$ cat config.mk
export PLATFORM = sky130hd
export DESIGN_NAME = regbuf_par
export DESIGN_NICKNAME = d
export VERILOG_FILES = /design/src/rtl/regbuf_pkg.sv /design/src/rtl/regbuf_capture.sv /design/src/rtl/regbuf_parity.sv /design/src/rtl/regbuf_par.sv
export SDC_FILE = /design/constraint.sdc
export NUM_CORES = 1
export LEC_CHECK = 0
export BUFFER_PORTS_ARGS = -buffer_cell sky130_fd_sc_hd__buf_2
export CAP_MARGIN = 20
export CORE_MARGIN = 4
export CORE_UTILIZATION = 53
export DETAILED_ROUTE_END_ITERATION = 10
export PLACE_DENSITY = 0.84
export SLEW_MARGIN = 10
export SYNTH_ARGS = -nofsm -noshare
export SYNTH_HDL_FRONTEND = slang
export SYNTH_SLANG_ARGS = --single-unit
$ cat constraint.sdc
create_clock -name clk -period 2.8 [get_ports clk]
set_clock_uncertainty 0.05 [all_clocks]
set_input_delay 0 -clock clk [delete_from_list [all_inputs] [get_ports clk]]
set_output_delay 0 -clock clk [all_outputs]
set_load 0.02 [all_outputs]
$ cat src/rtl/regbuf_pkg.sv
package regbuf_pkg;

    localparam int WIDE_BITS    = 25;
    localparam int NARROW_BITS  = 14;
    localparam int OUT_BITS     = 2 * NARROW_BITS;
    localparam int ERR_HOLD_CYC = 2;
    localparam int HOLD_CNT_W   = $clog2(ERR_HOLD_CYC + 1);

    typedef enum logic {
        MODE_WIDE  = 1'b0,
        MODE_SPLIT = 1'b1
    } buf_mode_e;

    typedef enum logic {
        SLICE_LOW  = 1'b0,
        SLICE_HIGH = 1'b1
    } slice_sel_e;

    typedef struct packed {
        logic                  ppo;
        logic [HOLD_CNT_W-1:0] left;
    } chk_state_t;

endpackage

$ cat src/rtl/regbuf_capture.sv
module regbuf_capture
    import regbuf_pkg::*;
#(
    parameter int WIDE   = WIDE_BITS,
    parameter int NARROW = NARROW_BITS
) (
    input  logic                  clk,
    input  logic                  rst_n,
    input  buf_mode_e             mode,
    input  slice_sel_e            slice,
    input  logic                  hold,
    input  logic [WIDE-1:0]       d,
    output logic [2*NARROW-1:0]   q
);
    localparam int OUT_W  = 2 * NARROW;
    localparam int B_BASE = WIDE - NARROW;

    logic [OUT_W-1:0] next_word;

    for (genvar i = 0; i < OUT_W; i++) begin : g_bit
        localparam int LANE  = i % NARROW;
        localparam int SRC_B = B_BASE + LANE;
        logic split_bit;
        assign split_bit = (slice == SLICE_HIGH) ? d[SRC_B] : d[LANE];
        if (i < WIDE) begin : g_in
            assign next_word[i] = (mode == MODE_WIDE) ? d[i] : split_bit;
        end else begin : g_pad
            assign next_word[i] = (mode == MODE_WIDE) ? 1'b0 : split_bit;
        end
    end

    always_ff @(posedge clk or negedge rst_n) begin
        if (!rst_n) begin
            q <= '0;
        end else if (!hold) begin
            q <= next_word;
        end
    end

endmodule

$ cat src/rtl/regbuf_parity.sv
module regbuf_parity
    import regbuf_pkg::*;
#(
    parameter int WIDE     = WIDE_BITS,
    parameter int NARROW   = NARROW_BITS,
    parameter int HOLD_CYC = ERR_HOLD_CYC
) (
    input  logic            clk,
    input  logic            rst_n,
    input  buf_mode_e       mode,
    input  logic [WIDE-1:0] word,
    input  logic            par_in,
    output logic            ppo,
    output logic            err_n
);
    chk_state_t st;
    logic       word_sum;
    logic       mismatch;

    always_comb begin
        word_sum = (mode == MODE_WIDE) ? ^word : ^word[NARROW-1:0];
        mismatch = word_sum ^ par_in;
    end

    always_ff @(posedge clk or negedge rst_n) begin
        if (!rst_n) begin
            st <= '0;
        end else begin
            st.ppo <= mismatch;
            if (mismatch) begin
                st.left <= HOLD_CNT_W'(HOLD_CYC);
            end else if (st.left != '0) begin
                st.left <= st.left - HOLD_CNT_W'(1);
            end
        end
    end

    assign ppo   = st.ppo;
    assign err_n = (st.left == '0);

endmodule

$ cat src/rtl/regbuf_par.sv
module regbuf_par
    import regbuf_pkg::*;
#(
    parameter int WIDE   = WIDE_BITS,
    parameter int NARROW = NARROW_BITS
) (
    input  logic                clk,
    input  logic                rst_n,
    input  logic                split_mode,
    input  logic                map_high,
    input  logic                cs0_n,
    input  logic                cs1_n,
    input  logic [WIDE-1:0]     d_in,
    input  logic                par_in,
    output logic [2*NARROW-1:0] q_out,
    output logic                ppo_out,
    output logic                qerr_n
);
    buf_mode_e  mode;
    slice_sel_e slice;
    logic       hold;

    assign mode  = buf_mode_e'(split_mode);
    assign slice = slice_sel_e'(map_high);
    assign hold  = cs0_n & cs1_n;

    regbuf_capture #(.WIDE(WIDE), .NARROW(NARROW)) u_capture (
        .clk   (clk),
        .rst_n (rst_n),
        .mode  (mode),
        .slice (slice),
        .hold  (hold),
        .d     (d_in),
        .q     (q_out)
    );

    regbuf_parity #(.WIDE(WIDE), .NARROW(NARROW), .HOLD_CYC(ERR_HOLD_CYC)) u_parity (
        .clk    (clk),
        .rst_n  (rst_n),
        .mode   (mode),
        .word   (q_out[WIDE-1:0]),
        .par_in (par_in),
        .ppo    (ppo_out),
        .err_n  (qerr_n)
    );

endmodule

### Word level (Yosys, flattened, before mapping)

Index checks and enable logic that the tools add are counted.

| word-level totals | value |
|---|---|
| input bits | 32 |
| output and inout bits | 30 |
| bits in registers | 31 |
| word-level logic and storage cells | 56 |

| cells by class | value |
|---|---|
| reduce and logical (&&, ||, !) cells | 5 |
| bitwise gates (word level) | 2 |
| mux-type cells | 45 |
| add/sub/neg operators | 1 |

Operator list:

| cell | number |
|---|---|
| two-way mux 1 bit | 43 |
| XOR reduction 25 bit | 1 |
| XOR reduction 14 bit | 1 |
| two-way mux 2 bit | 2 |
| nonzero test 2 bit | 2 |
| zero test 2 bit | 1 |
| subtractor 2 x 1 -> 2 bit (second input constant) | 1 |
| bitwise AND 1 bit | 1 |
| bitwise XOR 1 bit | 1 |

### Depth between registers and ports, before layout

Gate-level depths: netlist (run 1).

| logic depth | value |
|---|---|
| depth in word-level cells | 4 |
| mapped depth | 6 |
| depth with buffers taken out | 5 |

### By module

From an unflattened synthesis (run 1), not the netlist that was laid out.

| second synthesis, totals | value |
|---|---|
| cells, all modules | 187 |
| area total of the unflattened synthesis | 1949.4 sq um |

By module, submodules not included:

| module | area an instance (sq um) | cells each | seq. area each (sq um) | times used |
|---|---|---|---|---|
| regbuf_capture | 1550.2 | 153 | 700.7 | 1 |
| regbuf_parity | 392.9 | 33 | 75.1 | 1 |
| regbuf_par | 6.3 | 1 | 0.0 | 1 |

### Worst setup path after synthesis (run 1)

No wires, ideal clock.

| path | value |
|---|---|
| path kind | reg-to-reg |
| from | register u_capture.q[2] |
| to | register u_parity.st[1] in the netlist's numbering |
| data required time | 2619 ps |
| slack | 806 ps |
| clock period less this slack | 1994 ps |
| stages on the path, launching flop included | 6 |
| path buffers | 0 |
| arrival | 1812 ps |
| setup time | 131 ps |
| cell sequence | dfrtp_1 xnor3_1 xnor3_1 xnor3_1 and3_4 or3_1 |

| on the way | value |
|---|---|
| longest elaborated chain between the ends | 4 |
| elaborated cells between the ends (all ways) | 6 |
| classes of those cells | mux (2); bitwise (1); reduce/logical (3) |

RTL lines:

| item | RTL line | source |
|---|---|---|
| start, declared | regbuf_capture.sv:13 | `output logic [2*NARROW-1:0] q` |
| start signal, assigned | regbuf_capture.sv:36 | `q <= next_word;` |
| XOR reduction 25 bit or XOR reduction 14 bit (tied branches) | regbuf_parity.sv:21 | `word_sum = (mode == MODE_WIDE) ? ^word : ^word[NARROW-1:0];` |
| two-way mux 1 bit * | regbuf_parity.sv:21 |  |
| bitwise XOR 1 bit * | regbuf_parity.sv:22 | `mismatch = word_sum ^ par_in;` |
| two-way mux 2 bit or nonzero test 2 bit (tied branches) | n/a |  |
| end, declared | regbuf_parity.sv:16 | `chk_state_t st;` |

Every way passes the cells marked *; elsewhere a longest branch is shown, timed or not.
A chain may end at the register's enable or synchronous reset.

### Worst setup path after layout (run 1)

| path | value |
|---|---|
| from | input port split_mode |
| to | register u_capture.q[2] |

| on the way | value |
|---|---|
| longest elaborated chain between the ends | 1 |

RTL lines:

| item | RTL line | source |
|---|---|---|
| start, declared | regbuf_par.sv:9 | `input logic split_mode,` |
| two-way mux 1 bit | regbuf_capture.sv:26 | `assign next_word[i] = (mode == MODE_WIDE) ? d[i] : split_bit;` |

Every way passes these cells.

==> results of run 1 <==
cell families (layout without fill, tap and decap cells):
logic type,Yosys count,in the layout,synth area share
xor+xnor,21,21,0.1355
buf+inv,14,115,0.03121
compound gates,40,40,0.1135
fa+ha+maj,1,1,0.007091
simple gates,46,46,0.1085
flops,31,31,0.4397
mux,29,29,0.1645
metal layers:
metal	routed length, um	up-vias	share of wire	global-route usage
li1	-	819	-	-
met1	2105	836	0.39	0.3201
met2	2651	94	0.50	0.4518
met3	428	18	0.080	0.09060
met4	165	0	0.031	0.1140
met5	0	-	0	0
worst max path at each step:
stage	end	slack [ns]
final	u_capture.q[2]	0.60
after CTS	u_capture.q[13]	0.78
after floorplan	u_parity.st[1]	0.81
after detailed placement	u_parity.st[1]	0.85
after global routing	u_capture.q[2]	0.57
after global placement	u_parity.st[1]	0.92
state kept, by name (all words and copies together) (netlist names):
signal and cells:
u_capture.q 28, u_parity.ppo 1, u_parity.st 2
cell usage in the layout, fill, tap and decap left out, types with 3 or more instances in the layout:
cell type | netlist | routed
clkbuf_4 | 0 | 5
dfrtp_1 | 31 | 31
dlygate4sd3_1 | 0 | 42
a21oi_1 | 12 | 12
nor2_1 | 11 | 11
xnor2_1 | 15 | 15
nand2_1 | 29 | 29
buf_2 | 2 | 61
mux2i_1 | 29 | 29
xnor3_1 | 4 | 4
inv_1 | 3 | 3
o21ai_0 | 28 | 28
where the power goes:
group	total (mW)	switching, mW	internal, mW	leakage [nW]
clock	0.255	0.158	0.0977	0.0293
sequential	0.563	0.0488	0.514	0.375
combinational	0.649	0.326	0.323	0.884
repair_timing:
item                                   in CTS  in global routing
endpoints found under the hold margin      59                  0
hold buffers                               42                  0
resized for setup                           0                  0
worst reg2reg max path, stage by stage (launching register included):
cell,delay [ns]
dfrtp_1,0.40
xnor3_1,0.42
xnor3_1,0.26
xnor3_1,0.26
and3_4,0.21
or3_1,0.33
through the flow:
step,instances,hold WS [ns]
finish,327,0.1908
CTS,327,0.1978
global placement,277,0.03071
global route,327,0.2128
floorplan,182,-0.3456
detailed placement,277,0.02752
synthesized netlist by cell type:
library cell  count
nand2b_1          1
and2_1            1
clkbuf_1          7
buf_2             2
a21oi_1          12
o21ai_0          28
xnor3_1           4
nand2_1          29
nor3_1            1
buf_1             2
ha_1              1
dfrtp_1          31
xor2_1            2
inv_1             3
or2_2             1
and3_4            1
xnor2_1          15
or3_1             1
nor2_1           11
mux2i_1          29
cell type report:
cell class | instances | area, um^2 | area share
clock inverter | 1 | 5.005 | 0.001956
tap | 44 | 55.05 | 0.02152
sequential | 31 | 775.7 | 0.3032
multi-input combinational | 137 | 933.4 | 0.3648
timing repair buffer | 104 | 733.2 | 0.2866
clock buffer | 7 | 45.04 | 0.01760
inverter | 3 | 11.26 | 0.004401
==> summary.txt, run 1 <==
Route
  – DRT Pass-1 Iters: 7
  – DRC: 0
  – Vias per cell: 5.404
  – Final WL: 5350 um
  – DRT antenna net count: 0
  – Wirelength per Cell: 16.36 um
  – Starting DRT DRC Count: 177
  – Via count: 1,767

Critical path
  – Crit-path cells: dlygate4sd3_1 > buf_2 > nand2_1 > mux2i_1 > dlygate4sd3_1 > o21ai_0
  – Critical path endpoint category: flip-flop
  – Slowest cell on crit path: dlygate4sd3_1
  – Setup CP Type: in -> reg
  – CP dominant cell by count: dlygate4sd3_1
  – Slowest stage delay, CP: 0.62 ns
  – Critical path data arrival time: 2.36 ns
  – Delay-heaviest family, CP: buffers and inverters
  – CP Launch Type: input pin
  – FF-to-FF End: u_parity.st[1]
  – Reg2Reg Setup Slack: 0.75 ns
  – Crit-path max FO: 14
  – Crit path from: split_mode
  – Reg2Reg Depth: 5
  – CP Buf/Inv Count: 3
  – Critical Path RT: 2.96 ns
  – R2R Path Start: u_capture.q[2]
  – Stages on worst setup path: 6

Yosys
  – Area fraction of the dominant cell type after synthesis: 0.4397
  – Synthesized area: 0.001764 mm^2
  – Post-synthesis register bit count: 31
  – Synthesized netlist cell count: 182
  – Ys Warns: 0
  – Area leader, netlist: dfrtp_1
  – Synth area leaders: dfrtp_1 44%, mux2i_1 16%, o21ai_0 7.9%
  – Distinct cells, synth: 20
  – Syn_nets: 215
  – Sequential-to-total area share from yosys stat: 0.4397
  – Syn Area/Cell: 9.693 um^2

Layout
  – Layout cells sized above 1: 0.2473
  – Final nets: 315
  – Final instance area: 0.002559 mm^2
  – Antenna cells: 0
  – Fillers: 189
  – Final core occ: 0.8180
  – Layout area overhead: 45.04%

Placed design
  – PortBufs: 61
  – Placed cell area: 0.002088 mm^2
  – DP Wirelength: 3071 um
  – GPL Wtd Cong: 0.7934
  – DP Worst Slack: 0.8523 ns

Clocking
  – Clock Latency Late Sink: 0.35 ns
  – H-tree depth: 2
  – Num CTS Buffers: 5
  – Root Buffer: clkbuf_4
  – Clock slew at reported path FFs: 0.11 ns
  – Num Clock Sinks: 31
  – Post-CTS Setup Inserts: 0
  – Clk buf depth: 2
  – CTS tree: done

Die
  – Die width: 65.70 um
  – Die Ht: 65.70 um
  – Top Ports: 62
  – Core box area: 0.003128 mm^2
  – Die area: 0.004316 mm^2
  – Row Count: 20
  – Starting Density: 0.5640

Run
  – MaxCap Viol Count: 0

Global routing
  – First-pass GRT wire length: 8638 um
  – Largest net degree at the start of global routing: 55
  – GR Overflow Total: 0
  – Initial antenna violation count: 0
  – GRT Overall Usage: 0.2722
  – Vias in the first global route: 1,781

Hold path
  – HP Class: in -> async

Timing
  – Tmin final: 2.197 ns
  – Max transition margin: 0.4748
  – Final worst setup slack: 0.6028 ns
  – Post-Route Setup TNS: 0 ns
  – RSZ-0062 raised after global routing: no
  – Final Max Slew Viols: 0
  – Fin. Hold Viols: 0
  – Fmax: 0.4551 GHz
  – Worst-Margin Slew: 0.7858 ns
  – Setup violators final: 0
  – Fin crit share: 0.7847

Pwr
  – Power Total: 1.468 mW
  – Leak pwr: 1.289 nW
  – Max VDD drop: 0.3353 mV
  – Pwr dens: 573.7 mW/mm^2

Outcome
  – Status: complete, no violations
(Power assumes the default switching activity.)
==> run 2: changes to the inputs <==
- CORE_UTILIZATION: 53 -> 45
- PLACE_DENSITY: 0.84 -> 0.76
- clock period: 2.8 -> 2 ns (I/O delays scaled with it)
==> run 2 against run 1 <==
Power increased by 39%; largest power group unchanged; largest cell class unchanged; first-iteration DRC count decreased by 54%; hold slack got worse by 0.19 ns; combinational power increased by 26%; wire length decreased by 17%; clock-buffer cell count decreased by 1; critical path type is now reg -> reg; global-route usage decreased by 8.4 points; critical endpoint is now u_parity.st[1]; register-to-register slack got worse by 0.65 ns; design area decreased by 10%.
==> summary.txt, run 2 (synthesis results as in run 1) <==
Global routing
  – First-pass GRT wire length: 7217 um
  – Initial antenna violation count: 0
  – GRT Overall Usage: 0.1880
  – Largest net degree at the start of global routing: 32
  – GR Overflow Total: 0
  – Vias in the first global route: 1,515

Die
  – Die width: 70.62 um
  – Core box area: 0.003716 mm^2
  – Row Count: 22
  – Top Ports: 62
  – Starting Density: 0.4747
  – Die Ht: 70.62 um
  – Die area: 0.004986 mm^2

Placed design
  – Placed cell count: 284
  – DP Worst Slack: 0.08172 ns
  – Placed cell area: 0.002116 mm^2
  – DP Wirelength: 3359 um
  – PortBufs: 61
  – GPL Wtd Cong: 0.7811

Layout
  – Final nets: 287
  – Largest register by flop count: u_capture.q
  – Multi-input logic area: 940.9 um^2
  – Layout area overhead: 30.57%
  – Final instance area: 0.002303 mm^2
  – Layout cells sized above 1: 0.2925
  – Fillers: 329
  – Top Registers: u_capture.q x28, u_parity.st x2, u_parity.ppo x1
  – Layout Cells excl Fill: 301
  – Most common cell after layout, fill and taps aside: buf_2
  – Antenna cells: 0
  – Most frequent cells in the layout: 61 x buf_2, 31 x dfrtp_1, 29 x mux2i_1, 29 x nand2_1, 28 x o21ai_0
  – Max reg flops: 28
  – Area occupied by registers: 775.7 um^2

Run
  – MaxCap Viol Count: 0

Hold path
  – HP Class: in -> reg

Pwr
  – Leak pwr: 1.186 nW
  – Internal Pwr Total: 1.363 mW
  – Pwr dens: 888.9 mW/mm^2
  – Combinational share of power: 0.399
  – Clk pwr share: 0.216
  – P_sw: 684.2 uW
  – Switching part of the total: 0.3341
  – Sequential share of power: 0.385
  – Max VDD drop: 0.4670 mV

Timing
  – RSZ-0062 raised after global routing: no
  – Tmin final: 1.897 ns
  – Final worst setup slack: 0.1027 ns
  – Fmax: 0.5271 GHz
  – Final Max Slew Viols: 0
  – Max transition margin: 0.5498
  – Fin crit share: 0.9487
  – Post-Route Setup TNS: 0 ns
  – Fin. Hold Viols: 0
  – Setup violators final: 0
  – Worst-Margin Slew: 0.6753 ns

Clocking
  – Clk buf depth: 2
  – CTS tree: done
  – Num CTS Buffers: 5
  – Clock Latency Late Sink: 0.28 ns
  – Clock slew at reported path FFs: 0.06 ns
  – H-tree depth: 2
  – Root Buffer: clkbuf_8
  – Num Clock Sinks: 31

Route
  – DRT Pass-1 Iters: 4
  – DRC: 0
  – DRT antenna net count: 0
  – Starting DRT DRC Count: 82
  – Vias per cell: 5.076
  – Wirelength per Cell: 14.67 um
  – Final WL: 4415 um
  – Via count: 1,528

Critical path
  – Slowest cell on crit path: xnor3_1
  – CP dominant cell by count: xnor3_1
  – Critical path data arrival time: 2.01 ns
  – Critical Path RT: 2.11 ns
  – CP Launch Type: flip-flop
  – Setup CP Type: reg -> reg
  – Slowest stage delay, CP: 0.41 ns
  – Crit-path cells: xnor3_1 > xnor3_1 > xnor3_1 > and3_4 > or3_1
  – Critical path endpoint category: flip-flop
  – Crit-path max FO: 3

Outcome
  – Status: complete, no violations
## run 2: cell type report
class / instances / area share
timing repair buffer: 76 / 0.1923
tap: 48 / 0.02607
inverter: 3 / 0.004889
clock buffer: 6 / 0.03150
sequential: 31 / 0.3368
multi-input combinational: 137 / 0.4085
## run 2: stage by stage
step / hold WS (ns) / utilization / total power [mW]
CTS: 0.0001102 / 0.6158 / 2.067
floorplan: -0.3456 / - / 1.371
detailed placement: 0.03878 / 0.5694 / 1.601
global route: 0.02212 / 0.6199 / 2.173
finish: 0.001159 / 0.6199 / 2.048
global placement: 0.02291 / 0.5694 / 1.575
## run 2: timing repair
item / CTS / global route
endpoints found under the hold margin: 39 / 0
buffers inserted: 0 / 1
gates resized for setup: 0 / 1
hold buffers: 10 / 0
setup endpoints to repair: 0 / 1
## run 2: worst paths after layout
path,startpoint,to,slack (ns),cells after the start
max in group asynchronous,rst_n,u_capture.q[17],1.19,2
hold reg to reg,u_capture.q[27],u_capture.q[27],0.44,2
setup reg to reg,u_capture.q[0],u_parity.st[1],0.10,5
hold / removal,d_in[5],u_capture.q[5],0.001,3
min in group asynchronous,rst_n,u_capture.q[26],0.26,2
setup / recovery,u_capture.q[0],u_parity.st[1],0.10,5
## run 2: power groups by stage
| stage | clock network [mW] | logic (mW) | registers, mW |
|---|---|---|---|
| global placement | 0 | 0.783 | 0.792 |
| finish | 0.442 | 0.818 | 0.788 |
| CTS | 0.455 | 0.824 | 0.788 |
| global route | 0.481 | 0.895 | 0.798 |
| detailed placement | 0 | 0.801 | 0.799 |
| floorplan | 0 | 0.493 | 0.878 |
## run 2: layer usage
metal  vias to the layer above  wire (um)  GRT usage
li1                        761          -          -
met1                       724       1899     0.2354
met2                        38       2227     0.3160
met3                         5        223    0.05114
met4                         0         65    0.06263
met5                         -          0          0
## run 2: critical path: cells and delay by family, from the launching register on
| kind | cells | cell delay [ns] |
|---|---|---|
| xor+xnor | 3 | 0.86 |
| simple gates | 2 | 0.49 |
| flops | 1 | 0.38 |
==> run 3: changes to the inputs <==
--- a/config.mk
+++ b/config.mk
@@ -9,7 +9,8 @@
 export CAP_MARGIN = 20
 export CORE_MARGIN = 4
-export CORE_UTILIZATION = 45
+export CORE_UTILIZATION = 53
 export DETAILED_ROUTE_END_ITERATION = 10
-export PLACE_DENSITY = 0.76
+export PLACE_DENSITY = 0.84
+export RECOVER_POWER = 25
 export SLEW_MARGIN = 10
 export SYNTH_ARGS = -nofsm -noshare
==> constraint.sdc (replaced) <==
create_clock -name clk -period 2.2 [get_ports clk]
set_clock_uncertainty 0.05 [all_clocks]
set_input_delay 0.44 -clock clk [delete_from_list [all_inputs] [get_ports clk]]
set_output_delay 0.44 -clock clk [all_outputs]
set_load 0.02 [all_outputs]
==> run 3 against run 2 <==
The flow now finishes with violations (capacitance limit, slew limit); flip-flop and latch count unchanged; worst setup slack improved by 0.13 ns; clock power decreased by 29%; hold slack improved by 0.36 ns; design area decreased by 5.9%; die area decreased by 13%; sequential power decreased by 9.3%; first-iteration DRC count increased by 24%; sequential share of layout area increased by 2.1 points; combinational power decreased by 10%; largest cell class unchanged; highest routed layer unchanged.
==> summary.txt, run 3 (synthesis results as in run 1) <==
Layout
  – Top Registers: u_capture.q x28, u_parity.st x2, u_parity.ppo x1
  – Final core occ: 0.6928
  – Layout cells sized above 1: 0.2980
  – Final nets: 277
  – Layout area overhead: 22.84%
  – Fillers: 264
  – Most frequent cells in the layout: 60 x buf_2, 31 x dfrtp_1, 29 x mux2i_1, 29 x nand2_1, 28 x o21ai_0
  – Most common cell after layout, fill and taps aside: buf_2
  – Final instance area: 0.002167 mm^2
  – Max reg flops: 28
  – Antenna cells: 0
  – Largest register by flop count: u_capture.q

Pwr
  – Combinational share of power: 0.416
  – Pwr dens: 814.4 mW/mm^2
  – Switching part of the total: 0.3556
  – P_sw: 627.6 uW
  – Internal Pwr Total: 1.137 mW
  – Leak pwr: 1.128 nW
  – Max VDD drop: 0.4185 mV
  – Clk pwr share: 0.178
  – Sequential share of power: 0.405
  – Power Total: 1.765 mW

Route
  – DRT antenna net count: 0
  – Via count: 1,493
  – DRT Pass-1 Iters: 5
  – Final WL: 4265 um
  – Wirelength per Cell: 14.76 um
  – DRC: 0
  – Starting DRT DRC Count: 102
  – Vias per cell: 5.166

Outcome
  – Failing checks: capacitance limit, slew limit
  – Status: finished, violations left

Clocking
  – Clock slew at reported path FFs: 0.10 ns
  – Clock Latency Late Sink: 0.33 ns
  – Post-CTS Setup Inserts: 0
  – CTS tree: done
  – Root Buffer: clkbuf_4
  – H-tree depth: 2
  – Num Clock Sinks: 31
  – Clk buf depth: 2
  – Cts hold-fix bufs: 0
  – Post-cts sizing count: 0
  – Num CTS Buffers: 5

Timing
  – Final Max Slew Viols: 32
  – Max transition margin: -0.07187
  – Setup violators final: 0
  – Tmin final: 1.967 ns
  – Post-Route Setup TNS: 0 ns
  – Fin crit share: 0.8939
  – Fmax: 0.5085 GHz
  – RSZ-0062 raised after global routing: no
  – Fin. Hold Viols: 0
  – WHS: 0.3638 ns
  – Worst-Margin Slew: 1.608 ns

Critical path
  – Setup CP Type: reg -> reg
  – Slowest stage delay, CP: 0.40 ns
  – Critical path data arrival time: 2.13 ns
  – Critical Path RT: 2.36 ns
  – CP dominant cell by count: xnor3_1
  – Crit-path cells: xnor3_1 > xnor3_1 > xnor3_1 > and3_4 > or3_1
  – Slowest cell on crit path: xnor3_1
  – Critical path endpoint category: flip-flop
  – CP Launch Type: flip-flop
  – Crit-path max FO: 3

Global routing
  – Initial antenna violation count: 0
  – GR Overflow Total: 0
  – Largest net degree at the start of global routing: 37
  – First-pass GRT wire length: 7031 um
  – Vias in the first global route: 1,507
  – GRT Overall Usage: 0.2169

Die
  – Starting Density: 0.5640
  – Die Ht: 65.70 um
  – Row Count: 20
  – Top Ports: 62
  – Die width: 65.70 um
  – Die area: 0.004316 mm^2
  – Core box area: 0.003128 mm^2

Placed design
  – PortBufs: 61
  – DP Wirelength: 3383 um
  – Placed cell area: 0.002118 mm^2
  – GPL Wtd Cong: 0.7882

Run
  – MaxCap Viol Count: 1

Hold path
  – HP Class: in -> reg
-- run 3: changes by cell type in the layout (fill, tap and decap cells not counted), sizes merged --
cell and delta:
buf -1, clkbuf +2, clkinv +1, dlygate4sd3 -10
-- run 3: layout make-up --
type                            instances  area [um^2]  share of cell area
Clock buffer                            7        45.04             0.02079
Clock inverter                          1        5.005            0.002309
Multi-Input combinational cell        137        933.4              0.4307
Sequential cell                        31        775.7              0.3580
Inverter                                3        11.26            0.005196
Tap cell                               44        55.05             0.02540
Timing Repair Buffer                   66        341.6              0.1576
-- run 3: final timing paths --
kind                                 startpoint               to  slack, ns  cells after the start
worst max-delay path             u_capture.q[2]   u_parity.st[1]       0.23                      5
worst min-delay path                    d_in[0]   u_capture.q[0]       0.36                      3
worst max register to register   u_capture.q[2]   u_parity.st[1]       0.23                      5
worst min register to register  u_capture.q[26]  u_capture.q[26]       0.44                      2
max in group asynchronous                 rst_n  u_capture.q[17]       0.72                      1
min in group asynchronous                 rst_n  u_capture.q[16]       0.45                      1
-- run 3: stage by stage --
stage          setup slack (ns)  std cells
5_1_grt                  0.1471        289
3_5_place_dp             0.1405        281
3_3_place_gp             0.1918        281
2_1_floorplan            0.2063        182
6_report                 0.2335        289
4_1_cts                  0.2156        289
-- run 3: power groups by stage --
stage          Sequential [mW]  Clock (mW)  Combinational (mW)
2_1_floorplan            0.798           0               0.449
6_report                 0.715       0.315               0.735
3_3_place_gp             0.720           0               0.709
5_1_grt                  0.726       0.349               0.803
3_5_place_dp             0.727           0               0.736
4_1_cts                  0.716       0.317               0.741
-- run 3: metal layers --
metal | vias up | GRT usage | share of wire
li1 | 745 | - | -
met1 | 687 | 0.2791 | 0.43
met2 | 53 | 0.3479 | 0.49
met3 | 8 | 0.05812 | 0.068
met4 | 0 | 0.08031 | 0.016
met5 | - | 0 | 0
-- run 3: worst max-delay path, delay by kind of cell (launching register included) --
family,cells,cell delay (ns)
and+or+nand+nor,2,0.55
xor gates and xnor gates,3,0.86
DFF,1,0.38
